[src/rtl/chainTagPkg.sv]
package chainTagPkg;

  typedef enum logic [2:0] {
    KIND_REFE = 3'd0,
    KIND_CNT  = 3'd1,
    KIND_NEXT = 3'd2,
    KIND_REF  = 3'd3,
    KIND_REFS = 3'd4,
    KIND_CALL = 3'd5,
    KIND_RET  = 3'd6,
    KIND_END  = 3'd7
  } tagKindE;

  typedef enum logic [2:0] {
    TADR_KEEP,
    TADR_AFTER_DATA,
    TADR_FROM_MADR,
    TADR_STEP,
    TADR_POP
  } tadrSelE;

  typedef struct packed {
    logic    madrFromTag;   // madr <= curTadr + one quadword
    tadrSelE tadrSel;
    logic    push;
    logic    pop;
    logic    endXfer;
  } seqStrobeT;

  localparam int STACK_DEPTH = 2;

endpackage

[src/rtl/chainTagCtrl.sv]
module chainTagCtrl
  import chainTagPkg::*;
(
  input  logic [2:0] tagKind,
  input  logic       stackEn,
  input  logic       madrZero,
  input  logic [1:0] ptr,
  output seqStrobeT  strb
);

  always_comb begin
    strb = '{madrFromTag: 1'b0, tadrSel: TADR_KEEP, push: 1'b0, pop: 1'b0, endXfer: 1'b0};
    unique case (tagKindE'(tagKind))
      KIND_REFE: strb.endXfer = 1'b1;
      KIND_CNT: begin
        strb.madrFromTag = 1'b1;
        strb.tadrSel     = TADR_AFTER_DATA;
      end
      KIND_NEXT: begin
        strb.madrFromTag = 1'b1;
        strb.tadrSel     = TADR_FROM_MADR;
      end
      KIND_REF, KIND_REFS: strb.tadrSel = TADR_STEP;
      KIND_END: begin
        strb.madrFromTag = 1'b1;
        strb.endXfer     = 1'b1;
      end
      KIND_CALL: begin
        if (stackEn) begin
          strb.madrFromTag = 1'b1;
          if (madrZero) begin
            strb.tadrSel = TADR_AFTER_DATA;
          end else if (ptr < 2'(STACK_DEPTH)) begin
            strb.push    = 1'b1;
            strb.tadrSel = TADR_FROM_MADR;
          end else begin
            strb.endXfer = 1'b1;
          end
        end
      end
      KIND_RET: begin
        if (stackEn) begin
          strb.madrFromTag = 1'b1;
          if (ptr == 2'd1 || ptr == 2'd2) begin
            strb.pop     = 1'b1;
            strb.tadrSel = TADR_POP;
          end else begin
            strb.endXfer = 1'b1;
          end
        end
      end
      default: ;
    endcase
  end

endmodule

[src/rtl/chainTagDatapath.sv]
module chainTagDatapath
  import chainTagPkg::*;
#(
  parameter int ADDR_W   = 32,
  parameter int QWC_W    = 16,
  parameter int QW_SHIFT = 4
) (
  input  logic              clk,
  input  logic              rstN,
  input  logic              tagValid,
  input  seqStrobeT         strb,
  input  logic [QWC_W-1:0]  tagQwc,
  input  logic [ADDR_W-1:0] curMadr,
  input  logic [ADDR_W-1:0] curTadr,
  output logic              madrZero,
  output logic [1:0]        ptr,
  output logic [ADDR_W-1:0] madrQ,
  output logic [ADDR_W-1:0] tadrQ,
  output logic [ADDR_W-1:0] slot0Q,
  output logic [ADDR_W-1:0] slot1Q,
  output logic              endQ
);

  localparam logic [ADDR_W-1:0] QW_BYTES = ADDR_W'(1) << QW_SHIFT;

  logic [ADDR_W-1:0] tagNext;
  logic [ADDR_W-1:0] afterData;
  logic [ADDR_W-1:0] popVal;
  logic [ADDR_W-1:0] tadrD;
  logic [1:0]        ptrQ;

  assign madrZero  = (curMadr == '0);
  assign ptr       = ptrQ;
  assign tagNext   = curTadr + QW_BYTES;
  assign afterData = tagNext + (ADDR_W'(tagQwc) << QW_SHIFT);
  assign popVal    = (ptrQ == 2'd2) ? slot1Q : slot0Q;

  always_comb begin
    unique case (strb.tadrSel)
      TADR_AFTER_DATA: tadrD = afterData;
      TADR_FROM_MADR:  tadrD = curMadr;
      TADR_STEP:       tadrD = tagNext;
      TADR_POP:        tadrD = popVal;
      default:         tadrD = curTadr;
    endcase
  end

  always_ff @(posedge clk or negedge rstN) begin
    if (!rstN) begin
      madrQ  <= '0;
      tadrQ  <= '0;
      slot0Q <= '0;
      slot1Q <= '0;
      ptrQ   <= '0;
      endQ   <= 1'b0;
    end else if (tagValid) begin
      madrQ <= strb.madrFromTag ? tagNext : curMadr;
      tadrQ <= tadrD;
      endQ  <= strb.endXfer;
      if (strb.push) begin
        if (ptrQ == 2'd0) slot0Q <= afterData;
        else              slot1Q <= afterData;
        ptrQ <= ptrQ + 2'd1;
      end else if (strb.pop) begin
        if (ptrQ == 2'd2) slot1Q <= '0;
        else              slot0Q <= '0;
        ptrQ <= ptrQ - 2'd1;
      end
    end
  end

endmodule

[src/rtl/chainTagSeq.sv]
module chainTagSeq
  import chainTagPkg::*;
#(
  parameter int ADDR_W   = 32,
  parameter int QWC_W    = 16,
  parameter int QW_SHIFT = 4
) (
  input  logic              clk,
  input  logic              rstN,
  input  logic              tagValid,
  input  logic [2:0]        tagKind,
  input  logic [QWC_W-1:0]  tagQwc,
  input  logic              stackEn,
  input  logic [ADDR_W-1:0] curMadr,
  input  logic [ADDR_W-1:0] curTadr,
  output logic [ADDR_W-1:0] nextMadr,
  output logic [ADDR_W-1:0] nextTadr,
  output logic [ADDR_W-1:0] retSlot0,
  output logic [ADDR_W-1:0] retSlot1,
  output logic [1:0]        stackPtr,
  output logic              xferEnd
);

  seqStrobeT strb;
  logic      madrZero;
  logic [1:0] ptr;

  chainTagCtrl u_ctrl (
    .tagKind (tagKind),
    .stackEn (stackEn),
    .madrZero(madrZero),
    .ptr     (ptr),
    .strb    (strb)
  );

  chainTagDatapath #(
    .ADDR_W  (ADDR_W),
    .QWC_W   (QWC_W),
    .QW_SHIFT(QW_SHIFT)
  ) u_dp (
    .clk     (clk),
    .rstN    (rstN),
    .tagValid(tagValid),
    .strb    (strb),
    .tagQwc  (tagQwc),
    .curMadr (curMadr),
    .curTadr (curTadr),
    .madrZero(madrZero),
    .ptr     (ptr),
    .madrQ   (nextMadr),
    .tadrQ   (nextTadr),
    .slot0Q  (retSlot0),
    .slot1Q  (retSlot1),
    .endQ    (xferEnd)
  );

  assign stackPtr = ptr;

endmodule

[config.mk]
export PLATFORM = sky130hd
export DESIGN_NAME = chainTagSeq
export DESIGN_NICKNAME = d
export VERILOG_FILES = /design/src/rtl/chainTagPkg.sv /design/src/rtl/chainTagCtrl.sv /design/src/rtl/chainTagDatapath.sv /design/src/rtl/chainTagSeq.sv
export SDC_FILE = /design/constraint.sdc
export NUM_CORES = 1
export LEC_CHECK = 0
export BUFFER_PORTS_ARGS = -buffer_cell sky130_fd_sc_hd__buf_4
export CORE_ASPECT_RATIO = 1.75
export CORE_MARGIN = 2
export CORE_UTILIZATION = 25
export CTS_CLUSTER_DIAMETER = 80
export CTS_CLUSTER_SIZE = 16
export DETAILED_ROUTE_END_ITERATION = 6
export HOLD_SLACK_MARGIN = 0.03
export PLACE_DENSITY = 0.52
export SYNTH_ARGS = -nofsm -noshare
export SYNTH_HDL_FRONTEND = slang
export SYNTH_SLANG_ARGS = --single-unit
[constraint.sdc]
create_clock -name clk -period 2.89 [get_ports clk]
set_clock_uncertainty 0.05 [all_clocks]
set_input_delay 0.1445 -clock clk [delete_from_list [all_inputs] [get_ports clk]]
set_output_delay 0.1445 -clock clk [all_outputs]
set_load 0.005 [all_outputs]
==> results of run 1 <==
-- routing by layer --
| layer | part of all wire, % | global-route usage, % | wire length, um | up-vias |
|---|---|---|---|---|
| li1 | - | - | - | 4280 |
| met2 | 54 | 43.54 | 22010 | 372 |
| met5 | 0.032 | 0 | 13 | - |
| met1 | 34 | 23.25 | 13600 | 4393 |
| met4 | 7.5 | 14.85 | 3028 | 2 |
| met3 | 4.8 | 4.023 | 1934 | 106 |
-- path summary, 6_finish.rpt --
| kind | startpoint | to | cells past startpoint |
|---|---|---|---|
| setup / recovery | curTadr[7] | u_dp.tadrQ[31] | 16 |
| hold / removal | curMadr[18] | u_dp.tadrQ[18] | 3 |
| setup reg to reg | u_dp.ptr[0] | u_dp.tadrQ[26] | 11 |
| hold reg to reg | u_dp.madrQ[25] | u_dp.madrQ[25] | 1 |
| max in group asynchronous | rstN | u_dp.madrQ[19] | 3 |
| min in group asynchronous | rstN | u_dp.slot1Q[10] | 2 |
-- metrics by stage --
step | TNS, ps | cells | util (%) | setup WS, ps
final | -947.8 | 1759 | 40.04 | -131.9
after detailed placement | -22430 | 1684 | 35.45 | -623.2
after global routing | -3015 | 1759 | 40.04 | -235.3
after floorplan | -1770 | 958 | - | -201.8
after global placement | -21290 | 1684 | 35.45 | -624.8
after CTS | -36.06 | 1752 | 38.66 | -18.39
-- worst min-delay path: cells and delay by family --
kind | cells | cell delay (ps)
AO/OA/AOI/OAI | 2 | 230
buffers and inverters | 1 | 130
-- flip-flops by register name, indices dropped and copies added, names as in the netlist --
name / cells
u_dp.endQ: 1
u_dp.madrQ: 32
u_dp.ptr: 2
u_dp.slot0Q: 32
u_dp.slot1Q: 32
u_dp.tadrQ: 32
-- cells in the final DEF (no fill, tap or decap), types with 6 or more instances in the layout --
cell type / synthesis / routed
sky130_fd_sc_hd__a211oi_1: 23 / 21
sky130_fd_sc_hd__a21o_1: 23 / 23
sky130_fd_sc_hd__a21oi_1: 63 / 55
sky130_fd_sc_hd__a21oi_2: 1 / 8
sky130_fd_sc_hd__a221oi_1: 11 / 9
sky130_fd_sc_hd__a222oi_1: 6 / 6
sky130_fd_sc_hd__a31oi_1: 13 / 13
sky130_fd_sc_hd__buf_12: 0 / 8
sky130_fd_sc_hd__buf_4: 1 / 377
sky130_fd_sc_hd__buf_6: 0 / 6
sky130_fd_sc_hd__clkbuf_16: 0 / 17
sky130_fd_sc_hd__dfrtp_1: 131 / 131
sky130_fd_sc_hd__dlygate4sd3_1: 0 / 31
sky130_fd_sc_hd__ha_1: 21 / 13
sky130_fd_sc_hd__ha_4: 0 / 6
sky130_fd_sc_hd__inv_1: 26 / 24
sky130_fd_sc_hd__mux2_2: 20 / 20
sky130_fd_sc_hd__mux2i_1: 33 / 33
sky130_fd_sc_hd__nand2_1: 121 / 114
sky130_fd_sc_hd__nand3_1: 17 / 15
sky130_fd_sc_hd__nand4_1: 10 / 10
sky130_fd_sc_hd__nor2_1: 92 / 86
sky130_fd_sc_hd__nor3_1: 11 / 9
sky130_fd_sc_hd__nor4_1: 11 / 10
sky130_fd_sc_hd__nor4_2: 6 / 6
sky130_fd_sc_hd__o211ai_1: 12 / 12
sky130_fd_sc_hd__o21ai_0: 73 / 68
sky130_fd_sc_hd__o21ai_1: 4 / 8
sky130_fd_sc_hd__o221ai_1: 8 / 8
sky130_fd_sc_hd__o22ai_1: 8 / 8
sky130_fd_sc_hd__o31ai_1: 22 / 15
sky130_fd_sc_hd__o31ai_2: 0 / 6
sky130_fd_sc_hd__xnor2_1: 31 / 20
sky130_fd_sc_hd__xnor2_2: 0 / 9
sky130_fd_sc_hd__xor2_1: 22 / 17
-- final cells by class --
type / count / area share (%)
clock inverter: 13 / 1.296
clock buffer: 19 / 3.273
inverter: 26 / 0.7379
tap: 405 / 3.832
sequential: 131 / 24.79
multi-input combinational: 741 / 40.38
timing repair buffer: 424 / 25.70
-- power breakdown --
part / leakage [nW] / switching (mW) / internal (mW) / total (mW)
clock: 0.289 / 0.944 / 1.37 / 2.31
sequential: 1.67 / 0.166 / 2.05 / 2.22
combinational: 3.92 / 1.22 / 1.15 / 2.37
-- timing repair --
item | in CTS | in global routing
resized for setup | 24 | 73
pin swaps | 14 | 37
hold endpoints to repair | 168 | 0
hold buffers | 31 | 0
setup buffers | 5 | 9
endpoints found under the setup margin | 21 | 45
-- cell families (layout without fill, tap and decap cells) --
family | after synthesis | count (layout) | share of synthesized area [%]
and+or+nand+nor | 308 | 308 | 17.50
xor gates and xnor gates | 53 | 53 | 5.531
AOI/OAI and AO/OA | 305 | 305 | 23.94
muxes | 53 | 53 | 6.619
DFF | 131 | 131 | 39.06
adders and majority gates | 22 | 22 | 3.369
buffers and inverters | 86 | 482 | 3.980
==> impl_metrics.json, run 1 <==
{
  "status": "finished with violations",
  "violations_in_the_final_reports": "setup timing",
  "root_cell_of_the_clock_tree": "sky130_fd_sc_hd__clkbuf_16",
  "drt_wl_cell_um": 23.08,
  "hold_path.class": "input pin to flop",
  "grt_antenna_before_repair": 1,
  "detailedRoute.firstIterationViolations": 584,
  "die_y_um": 246.4,
  "finalInstanceArea_sq_mm": 0.01323,
  "start_util_pct": 25.41,
  "postSynth.topFlopCell": "sky130_fd_sc_hd__dfrtp_1",
  "finalSetupViolCount": 15,
  "synth_area_leaders": "sky130_fd_sc_hd__dfrtp_1 (39%), sky130_fd_sc_hd__nand2_1 (5.4%), sky130_fd_sc_hd__o21ai_0 (4.4%)",
  "synthCells": 958,
  "critPathArrivalTime_ps": 3290,
  "gp_congestion": 0.9023,
  "pins_over_their_slew_limit": 0,
  "diodes": 0,
  "drt_wl_total_um": 40590,
  "worst_slew_margin_rel_pct": 36.85,
  "die_w_um": 142.5,
  "avg_cell_area_syn_sq_um": 8.761,
  "grt_first_pass_wirelength_um": 58880,
  "detailroute.via_count": 9153,
  "multi_input_area_sq_mm": 0.005340,
  "post_route_clock_period_utilization_pct": 104.6,
  "critPathTopFamily": "compound AO/OA/AOI/OAI gates",
  "synthDominantAreaCellType": "sky130_fd_sc_hd__dfrtp_1",
  "peakVddDrop_v": 0.0004565,
  "ioPinCount": 218,
  "drive_above_1_share_pct": 40.40,
  "leakage_nw": 5.880,
  "grt_usage_pct": 23.24,
  "grt_pass1_vias": 9110,
  "final_period_demand_of_the_worst_path_ps": 3022,
  "worst_skew_pair.late_latency_ps": 460,
  "ctsLongestPathBuffers": 2,
  "worst_setup_end_kind": "flop",
  "hold_viol": 0,
  "power.total_mw": 6.899,
  "numCtsBuffers": 17,
  "hold_worst_slack_ps": 36.09,
  "tightest_slew_ps": 940.6,
  "critical_path.max_fanout": 4,
  "drt-pass1-iter-count": 6,
  "finish.net_count": 1450,
  "maxCapViolations": 0,
  "synth_common_cells": "sky130_fd_sc_hd__dfrtp_1 (131), sky130_fd_sc_hd__nand2_1 (121), sky130_fd_sc_hd__nor2_1 (92), sky130_fd_sc_hd__o21ai_0 (73), sky130_fd_sc_hd__a21oi_1 (63)",
  "regToRegSetupSlack_ps": 10,
  "ys_async_sr_fraction_pct": 100.0,
  "yosysUniqueCellTypes": 71,
  "startpoint_type": "input pin",
  "cp_num_buf_inv": 3,
  "power_density_mw_per_mm2": 521.7,
  "h-tree-depth": 4,
  "fillCellCount": 3392,
  "row_count": 88,
  "crit_path_max_incr_delay_ps": 490,
  "numPortBuffers": 217,
  "required_ps": 3160,
  "cts_tree": "yes",
  "flow.area_growth_from_synthesis_pct": 57.57,
  "numClockSinks": 131,
  "net_count_synth": 1067,
  "setup_repair_after_global_routing_missed_its_margin": "true",
  "floorplan.die_area_sq_mm": 0.03511,
  "timing.fmax_ghz": 0.3309,
  "dpl-instance-area_sq_mm": 0.01171,
  "library_cell_with_the_highest_instance_count_after_synthesis": "sky130_fd_sc_hd__dfrtp_1",
  "worst-setup-path-type": "input pin to flop",
  "netlist.area_leader.share_pct": 39.06,
  "grt_overflow": 0,
  "cts.clk_slew.worst_paths_ps": 70,
  "synthesis.area_sq_mm": 0.008393,
  "crit_path_top_delay_cell": "sky130_fd_sc_hd__a221o_2",
  "synth_warnings": 0,
  "grt_max_degree": 67,
  "ant_nets": 0,
  "crit_path_cell_trace": "buf_8 > nand4_1 > buf_4 > nor2_4 > and3_4 > xnor2_2 > inv_2 > ha_4 > nand2_2 > a32o_2 > nor2_2 > a21bo_4 > a221o_2 > nor4_4 > xor2_2 > o21ai_1",
  "drc": 0,
  "seq_area_sq_mm": 0.003278,
  "synth_edf_count": 0,
  "worst_slack_ps": -131.9,
  "seq_area_frac_synth_pct": 39.06,
  "routed_via_density": 5.204,
  "place.detailed.hpwl_um": 32220,
  "core_region_area_sq_mm": 0.03303,
  "ys_seq_elements": 131
}
(Power assumes the default switching activity.)
==> run 2: changes to the inputs <==
--- a/config.mk
+++ b/config.mk
@@ -13,7 +13,7 @@
 export CTS_CLUSTER_SIZE = 16
 export DETAILED_ROUTE_END_ITERATION = 6
 export HOLD_SLACK_MARGIN = 0.03
-export PLACE_DENSITY = 0.52
+export PLACE_DENSITY = 0.51
 export SYNTH_ARGS = -nofsm -noshare
 export SYNTH_HDL_FRONTEND = slang
 export SYNTH_SLANG_ARGS = --single-unit
==> constraint.sdc (replaced) <==
create_clock -name clk -period 3.13 [get_ports clk]
set_clock_uncertainty 0.05 [all_clocks]
set_input_delay 0.1565 -clock clk [delete_from_list [all_inputs] [get_ports clk]]
set_output_delay 0.1565 -clock clk [all_outputs]
set_load 0.005 [all_outputs]
==> impl_metrics.json, run 2 (synthesized netlist as in run 1, its figures left out) <==
{
  "numCtsBuffers": 17,
  "final_period_demand_of_the_worst_path_ps": 3031,
  "place.detailed.hpwl_um": 32930,
  "hold_worst_slack_ps": 37.36,
  "ant_nets": 0,
  "holdPathStages": 3,
  "diodes": 0,
  "core_region_area_sq_mm": 0.03303,
  "capture_endpoint_of_the_worst_hold_path": "u_dp.madrQ[15]",
  "cts.clk_slew.worst_paths_ps": 60,
  "worst_setup_end_kind": "flop",
  "numPortBuffers": 217,
  "power_switching_mw": 2.162,
  "critPathArrivalTime_ps": 3340,
  "grt_pass1_vias": 9223,
  "startpoint_type": "input pin",
  "drc": 0,
  "timing.fmax_ghz": 0.3299,
  "gp_congestion": 0.9266,
  "place_inst": 1671,
  "detailedPlace.worstSlack_ps": -375.3,
  "grt_first_pass_wirelength_um": 59470,
  "post_route_clock_period_utilization_pct": 96.84,
  "status": "finished clean",
  "power.share.switching_pct": 34.92,
  "hold_viol": 0,
  "layout.cells.most_common": "sky130_fd_sc_hd__buf_4",
  "reg2reg_from": "u_dp.ptr[0]",
  "hold_path.class": "input pin to flop",
  "grt_antenna_before_repair": 0,
  "detailroute.via_count": 8975,
  "holdCritStartpoint": "curMadr[15]",
  "drt-pass1-iter-count": 5,
  "finalSetupViolCount": 0,
  "row_count": 88,
  "maxCapViolations": 0,
  "worst-setup-path-type": "input pin to flop",
  "die_y_um": 246.4,
  "worst_slew_margin_rel_pct": 44.46,
  "critical_path.max_fanout": 4,
  "finish.net_count": 1438,
  "final_instance_count_excl_fillers": 1747,
  "dpl-instance-area_sq_mm": 0.01160,
  "fillCellCount": 3425,
  "power_density_mw_per_mm2": 480.6,
  "final_core_util_pct": 38.99,
  "peakVddDrop_v": 0.0004204,
  "floorplan.die_area_sq_mm": 0.03511,
  "start_util_pct": 25.41,
  "seq_power_share_pct": 33.3,
  "clock_group_share_of_total_power_pct": 32.6,
  "grt_overflow": 0,
  "regToRegSetupSlack_ps": 170,
  "h-tree-depth": 4,
  "routed_via_density": 5.137,
  "root_cell_of_the_clock_tree": "sky130_fd_sc_hd__clkbuf_16",
  "required_ps": 3440,
  "detailedRoute.firstIterationViolations": 571,
  "ctsLongestPathBuffers": 2,
  "leakage_nw": 5.759,
  "cts_tree": "yes",
  "logic_pwr_share_pct": 34.1,
  "grt_usage_pct": 23.49,
  "die_w_um": 142.5,
  "grt_max_degree": 81,
  "pins_over_their_slew_limit": 0,
  "flow.area_growth_from_synthesis_pct": 53.46,
  "drt_wl_total_um": 41050,
  "ioPinCount": 218,
  "worst_r2r_endpoint": "u_dp.slot1Q[29]",
  "worst_slack_ps": 98.80,
  "timing.reg2reg.worst_path_depth": 10,
  "internal_power_mw": 4.028,
  "tightest_slew_ps": 833.1,
  "finalInstanceArea_sq_mm": 0.01288,
  "drive_above_1_share_pct": 37.03,
  "numClockSinks": 131,
  "drt_wl_cell_um": 23.50,
  "layout_common_cells": "sky130_fd_sc_hd__buf_4 (362), sky130_fd_sc_hd__dfrtp_1 (130), sky130_fd_sc_hd__nand2_1 (119)",
  "worst_skew_pair.late_latency_ps": 450
}
==> run 2: metrics by stage <==
step	TNS, ps	power [mW]
final	0	6.190
after global placement	-9533	4.110
after CTS	0	6.196
after global routing	-153.1	6.460
after floorplan	0	2.897
after detailed placement	-10380	4.120
==> run 2: power groups by stage <==
stage	combinational (mW)	sequential, mW	clock [mW]
floorplan	0.833	2.06	0
global placement	2.02	2.09	0
detailed placement	2.03	2.09	0
CTS	2.08	2.06	2.05
global route	2.26	2.09	2.12
finish	2.11	2.06	2.02
==> run 2: metal layers <==
layer | wire length, um | GRT usage, % | vias to the layer above | part of all wire, %
li1 | - | - | 4252 | -
met1 | 13910 | 23.31 | 4333 | 34
met2 | 22670 | 44.51 | 314 | 55
met3 | 1676 | 3.382 | 76 | 4.1
met4 | 2793 | 15.46 | 0 | 6.8
met5 | 0 | 0 | - | 0
==> run 2: cell type report <==
cell class	count	area [sq um]	area share (%)
multi-input combinational	741	5104	39.62
clock buffer	19	442.9	3.439
inverter	26	97.59	0.7577
timing repair buffer	412	3322	25.79
clock inverter	13	127.6	0.9909
sequential	131	3279	25.46
tap	405	506.7	3.934
==> run 2: timing repair <==
action | 4_1_cts | 5_1_grt
buffers inserted | 1 | 7
pin swaps | 1 | 19
hold buffers | 36 | 0
endpoints found under the hold margin | 114 | 0
setup endpoints to repair | 4 | 28
gates cloned | 0 | 0
resized for setup | 3 | 50
==> run 2: worst max-delay path by stage <==
| stage | startpoint | end | slack, ps | cells past startpoint |
|---|---|---|---|---|
| 2_1_floorplan | curTadr[7] | u_dp.tadrQ[27] | 2 | 15 |
| 3_3_place_gp | curTadr[4] | u_dp.slot0Q[28] | -310 | 15 |
| 3_5_place_dp | curTadr[4] | u_dp.slot1Q[29] | -380 | 16 |
| 4_1_cts | curTadr[15] | u_dp.slot1Q[29] | 50 | 14 |
| 5_1_grt | curTadr[5] | u_dp.tadrQ[31] | -60 | 18 |
| 6_report | curTadr[7] | u_dp.slot1Q[31] | 100 | 18 |
==> run 2: critical path, cell delays in order <==
cell and delay (ps):
sky130_fd_sc_hd__buf_4 120, sky130_fd_sc_hd__nand4_1 120, sky130_fd_sc_hd__buf_6 170, sky130_fd_sc_hd__nor2_4 80
sky130_fd_sc_hd__and3_4 190, sky130_fd_sc_hd__xnor2_2 120, sky130_fd_sc_hd__inv_2 80, sky130_fd_sc_hd__ha_1 320
sky130_fd_sc_hd__nand2_1 90, sky130_fd_sc_hd__a32o_2 280, sky130_fd_sc_hd__nor2_1 90, sky130_fd_sc_hd__a21bo_4 250
sky130_fd_sc_hd__a221o_2 470, sky130_fd_sc_hd__buf_12 160, sky130_fd_sc_hd__nor4_4 210, sky130_fd_sc_hd__xor2_1 90
sky130_fd_sc_hd__buf_4 170, sky130_fd_sc_hd__o31ai_2 170
